## src/rtl/vcnt_pkg.sv

```systemverilog
package vcnt_pkg;
  typedef enum logic {
    EDGE_RISE = 1'b0,
    EDGE_FALL = 1'b1
  } edge_dir_e;

  localparam int CNT_W_DEF  = 64;
  localparam int PHYS_W_DEF = 56;
  localparam int SEL_W_DEF  = 4;
endpackage

```

## src/rtl/vcnt_subtract.sv

```systemverilog
module vcnt_subtract #(
  parameter int CNT_W  = 64,
  parameter int PHYS_W = 56
) (
  input  logic             clk,
  input  logic             rst,
  input  logic [CNT_W-1:0] phys_i,
  input  logic [CNT_W-1:0] off_i,
  output logic [CNT_W-1:0] virt_o
);
  localparam int PAD_W = CNT_W - PHYS_W;

  logic [CNT_W-1:0] phys_m;
  logic [CNT_W-1:0] virt_q;

  generate
    if (PAD_W > 0) begin : g_pad
      assign phys_m = {{PAD_W{1'b0}}, phys_i[PHYS_W-1:0]};
    end else begin : g_full
      assign phys_m = phys_i;
    end
  endgenerate

  always_ff @(posedge clk) begin
    if (rst) virt_q <= '0;
    else     virt_q <= phys_m - off_i;
  end

  assign virt_o = virt_q;

  // sum of output and earlier offset recovers earlier physical count
  assert_virt_diff_R1: assert property (@(posedge clk) disable iff (rst)
    !rst |=> (virt_o + $past(off_i)) == $past(phys_m));

  generate
    if (PAD_W > 0) begin : g_chk
      // upper input bits never reach the count
      assert_upper_ignored_R3: assert property (@(posedge clk) disable iff (rst)
        !rst |=> (virt_o + $past(off_i)) < (64'd1 << PHYS_W));
    end
  endgenerate
endmodule

```

## src/rtl/vcnt_bit_pick.sv

```systemverilog
module vcnt_bit_pick #(
  parameter int CNT_W = 64,
  parameter int SEL_W = 4
) (
  input  logic [CNT_W-1:0] vec_i,
  input  logic [SEL_W-1:0] idx_i,
  output logic             bit_o
);
  localparam int NSEL = 1 << SEL_W;

  logic [NSEL-1:0] taps;

  generate
    for (genvar g = 0; g < NSEL; g++) begin : g_tap
      if (g < CNT_W) begin : g_real
        assign taps[g] = vec_i[g];
      end else begin : g_none
        assign taps[g] = 1'b0;
      end
    end
  endgenerate

  assign bit_o = taps[idx_i];
endmodule

```

## src/rtl/vcnt_edge_det.sv

```systemverilog
module vcnt_edge_det
  import vcnt_pkg::*;
#(
  parameter int SEL_W = 4
) (
  input  logic             clk,
  input  logic             rst,
  input  logic             en_i,
  input  edge_dir_e        dir_i,
  input  logic [SEL_W-1:0] idx_i,
  input  logic             bit_i,
  output logic             evt_o
);
  localparam int CFG_W = SEL_W + 1;

  logic             prev_q;
  logic [CFG_W-1:0] cfg_q;
  logic [CFG_W-1:0] cfg_now;
  logic             cfg_same;
  logic             hit;
  logic             evt_q;

  assign cfg_now  = {idx_i, dir_i};
  assign cfg_same = (cfg_now == cfg_q);

  always_comb begin
    unique case (dir_i)
      EDGE_RISE: hit = ~prev_q &  bit_i;
      EDGE_FALL: hit =  prev_q & ~bit_i;
      default:   hit = 1'b0;
    endcase
  end

  // history and configuration track every cycle, reset included
  always_ff @(posedge clk) begin
    prev_q <= bit_i;
    cfg_q  <= cfg_now;
  end

  always_ff @(posedge clk) begin
    if (rst) evt_q <= 1'b0;
    else     evt_q <= en_i & cfg_same & hit;
  end

  assign evt_o = evt_q;

  assert_evt_gated_R4: assert property (@(posedge clk) disable iff (rst)
    !en_i |=> !evt_o);

  assert_single_pulse_R8: assert property (@(posedge clk) disable iff (rst)
    evt_o |=> !evt_o);

  assert_no_evt_on_cfg_change_R9: assert property (@(posedge clk) disable iff (rst)
    (idx_i != $past(idx_i) || dir_i != $past(dir_i)) |=> !evt_o);

  assert_rise_needs_high_R5: assert property (@(posedge clk) disable iff (rst)
    (en_i && dir_i == EDGE_RISE && !bit_i) |=> !evt_o);
endmodule

```

## src/rtl/vcnt_event_top.sv

```systemverilog
module vcnt_event_top
  import vcnt_pkg::*;
#(
  parameter int CNT_W  = CNT_W_DEF,
  parameter int PHYS_W = PHYS_W_DEF,
  parameter int SEL_W  = SEL_W_DEF
) (
  input  logic             clk,
  input  logic             rst,
  input  logic [63:0]      phys_cnt_i,
  input  logic [63:0]      virt_off_i,
  input  logic             evt_en_i,
  input  logic             evt_dir_i,
  input  logic [3:0]       evt_sel_i,
  output logic [63:0]      virt_cnt_o,
  output logic             evt_pulse_o
);
  logic [CNT_W-1:0] virt_w;
  logic             sel_bit;
  edge_dir_e        dir_e;

  assign dir_e = edge_dir_e'(evt_dir_i);

  vcnt_subtract #(.CNT_W(CNT_W), .PHYS_W(PHYS_W)) u_sub (
    .clk    (clk),
    .rst    (rst),
    .phys_i (phys_cnt_i[CNT_W-1:0]),
    .off_i  (virt_off_i[CNT_W-1:0]),
    .virt_o (virt_w)
  );

  vcnt_bit_pick #(.CNT_W(CNT_W), .SEL_W(SEL_W)) u_pick (
    .vec_i (virt_w),
    .idx_i (evt_sel_i[SEL_W-1:0]),
    .bit_o (sel_bit)
  );

  vcnt_edge_det #(.SEL_W(SEL_W)) u_edge (
    .clk   (clk),
    .rst   (rst),
    .en_i  (evt_en_i),
    .dir_i (dir_e),
    .idx_i (evt_sel_i[SEL_W-1:0]),
    .bit_i (sel_bit),
    .evt_o (evt_pulse_o)
  );

  assign virt_cnt_o = virt_w;

  // reset clears both outputs by the next edge
  assert_reset_clear_R10: assert property (@(posedge clk)
    rst |=> (virt_cnt_o == '0 && !evt_pulse_o));
endmodule

```

## config.mk

```make
export PLATFORM = sky130hd
export DESIGN_NAME = vcnt_event_top
export DESIGN_NICKNAME = d
export VERILOG_FILES = /design/src/rtl/vcnt_pkg.sv /design/src/rtl/vcnt_subtract.sv /design/src/rtl/vcnt_bit_pick.sv /design/src/rtl/vcnt_edge_det.sv /design/src/rtl/vcnt_event_top.sv
export SDC_FILE = /design/constraint.sdc
export NUM_CORES = 1
export LEC_CHECK = 0
export ABC_CLOCK_PERIOD_IN_PS = 3700
export BUFFER_PORTS_ARGS = -buffer_cell sky130_fd_sc_hd__buf_4
export CORE_MARGIN = 5
export CORE_UTILIZATION = 45
export CTS_BUF_LIST = sky130_fd_sc_hd__clkbuf_4 sky130_fd_sc_hd__clkbuf_8
export DETAILED_ROUTE_END_ITERATION = 10
export PLACE_DENSITY = 0.74
export SYNTH_ARGS = -nofsm -noshare
export SYNTH_HDL_FRONTEND = slang
export SYNTH_SLANG_ARGS = --single-unit
```

## constraint.sdc

```tcl
create_clock -name clk -period 3.7 [get_ports clk]
set_input_delay 0.555 -clock clk [delete_from_list [all_inputs] [get_ports clk]]
set_output_delay 0.555 -clock clk [all_outputs]
set_load 0.01 [all_outputs]
```

==> results.cfg <==
[cts]
clock_sinks = 71
clockBufferDepth = 2
clk_latency_ps = 350
cts_buffers = 9
clkTransAtPathRegs_ps = 80
cts_hold_buffers = 0
postCtsSetupRepairBufs = 0
root_buffer = clkbuf_8
postCtsResizedCells = 0
cts_tree = done
htreeDepth = 3

[job]
cap_violations = 0

[power]
p_sw_frac = 0.350
p_sw_w = 0.000899
pwr-share-seq = 0.350
p_int_w = 0.00167
power_density_nw_per_um2 = 357
p_leak_nw = 3.55
p_comb_frac = 0.399
ir_worst_vdd_v = 0.000170
power_frac_clock = 0.251

[sta]
maxSlewHeadroom = 0.521
final-setup-viol-count = 0
tightest_slew_ps = 719
rsz0062_at_grt = false
finalCriticalPeriod_ps = 3250
fmax_mhz = 307
hold_viol_final = 0
finalSetupTns_ps = 0
drv_slew = 0
period_share = 0.880
whs_ps = 323
skew_ps = 3.49

[die]
row_count = 40
core_area_um2 = 12000
io_pins = 201
die_y_um = 120
die-area_um2 = 14400
die_x_um = 120
initial_core_util = 0.457

[worst_setup_path]
crit_path_end_kind = register
path_max_fanout = 4
worst_ep_required_time_ps = 3910
reg2reg_slack_ps = 1990
arrival_ps = 3470
r2r_cells = 5
start_kind = input port
path_class = input port to register

[synth]
async_reset_ff_frac = 0
ys_ff_latch = 71
synth_cells = 713
synthesis.area_um2 = 5470
ys_types = 57
synth_top_flop_cell = dfxtp_1
synth_nets = 906
ys_warn_count = 0
yosysSeqAreaShare = 0.260
synth_area_per_cell_um2 = 7.67
synth_edf_count = 0

[global_routing]
grt_usage = 0.209
gr-total-overflow = 0
antenna_found_initial = 0
met3_usage = 0.0253
grtUsageMet1 = 0.284
global_route.usage.met2 = 0.347
grt_pass1_wl_um = 25000
grt_pass1_vias = 5254
grt_busiest_layer = met2
grt_max_degree = 67

[run_status]
outcome = finished clean

[cells_and_area]
nets = 1085
ff_latch_area_um2 = 1420
drive_gt1_frac = 0.250
num_antenna_cells = 0
fillers = 1145
multi_input_area_um2 = 3670
syn_to_final_growth_pct = 31.7

[worst_hold_path]
hold_depth = 1
hold_path_class = input port to register

[placed_design]
port_buffers = 192
hpwl_um = 12800
gp_congestion = 0.929

[route]
drc = 0
wirelength_um = 15600
vias_per_cell = 5.33
drtIter0Drc = 329
wl_per_cell_um = 14.9
firstDrtPassIters = 5
ant_nets = 0
vias = 5560
## power groups by stage
stage,Sequential (W),Combinational (W),Clock (W)
floorplan,0.000958,0.000580,0
finish,0.000899,0.00102,0.000646
global route,0.000910,0.00113,0.000697
global placement,0.000917,0.00101,0
detailed placement,0.000918,0.00102,0
CTS,0.000900,0.00102,0.000659
## kinds of logic after synthesis
| family | Yosys count | synth area share |
|---|---|---|
| xor gates and xnor gates | 60 | 0.0962 |
| buffers and inverters | 96 | 0.0680 |
| muxes | 5 | 0.0206 |
| DFF | 71 | 0.260 |
| AOI/OAI and AO/OA | 194 | 0.232 |
| and+or+nand+nor | 230 | 0.192 |
| adders and majority gates | 57 | 0.132 |
## area by class of cell
type / count / share of cell area
Multi-Input combinational cell: 546 / 0.510
Timing Repair Buffer: 193 / 0.201
Sequential cell: 71 / 0.197
Inverter: 71 / 0.0370
Tap cell: 147 / 0.0256
Clock buffer: 9 / 0.0172
Clock inverter: 7 / 0.0113
## stage by stage
stage | area (um2) | util | setup WS, ps | cells | power, W
global route | 7200 | 0.602 | 326 | 1044 | 0.00274
global placement | 6990 | 0.585 | 264 | 1028 | 0.00192
floorplan | 5470 | - | 775 | 713 | 0.00154
detailed placement | 6990 | 0.585 | 113 | 1028 | 0.00194
finish | 7200 | 0.602 | 446 | 1044 | 0.00257
CTS | 7200 | 0.602 | 482 | 1044 | 0.00258
## Yosys cell counts, types with 11 or more instances
master	n	area, um2
a21o_1	24	180
a21oi_1	75	375
clkbuf_1	20	75.1
dfxtp_1	71	1420
ha_1	56	701
inv_1	71	267
nand2_1	52	195
nand3_1	11	55.1
nand4_1	11	68.8
nor2_1	94	353
nor3_1	20	100
o21ai_0	21	105
o21bai_1	11	82.6
xnor2_1	37	324
xor2_1	23	201
## worst paths after layout
path                          from          endpoint
setup reg to reg  u_sub.virt_o[15]      u_edge.evt_o
hold reg to reg    u_edge.cfg_q[4]      u_edge.evt_o
setup / recovery     phys_cnt_i[0]  u_sub.virt_o[52]
hold / removal           evt_dir_i   u_edge.cfg_q[0]
## layout by cell type, fill, tap and decap left out, types with 6 or more instances in the layout
cell type and n:
a21o_1 24, a21oi_1 75, and3_1 6, buf_4 193, clkbuf_8 9, dfxtp_1 71, ha_1 56, inv_1 71
nand2_1 52, nand2b_1 7, nand3_1 11, nand4_1 11, nor2_1 94, nor3_1 20, o211ai_1 8, o21a_1 8
o21ai_0 21, o21ai_1 7, o21bai_1 11, o31ai_1 6, or3_1 9, xnor2_1 37, xor2_1 23
## worst max-delay path, stage by stage
cell	delay, ps
buf_4	80
inv_1	30
ha_1	240
fa_1	420
nand2b_1	180
a21oi_1	180
o21ai_1	160
a21oi_1	250
o211ai_1	150
o21ai_1	190
a2111oi_1	140
buf_4	180
o41ai_1	480
xnor2_1	170
nor2_1	50
## registers in the layout, indices dropped and copies added, names as in the netlist
signal	count
u_edge.cfg_q	5
u_edge.prev_q	1
u_edge.evt_o	1
u_sub.virt_o	64
## per-layer routing
layer / vias up / part of all wire / wire, um
li1: 2843 / - / -
met1: 2499 / 0.45 / 6990
met2: 198 / 0.46 / 7160
met3: 20 / 0.076 / 1180
met4: 0 / 0.017 / 264
met5: - / 0 / 0
(Power assumes the default switching activity.)
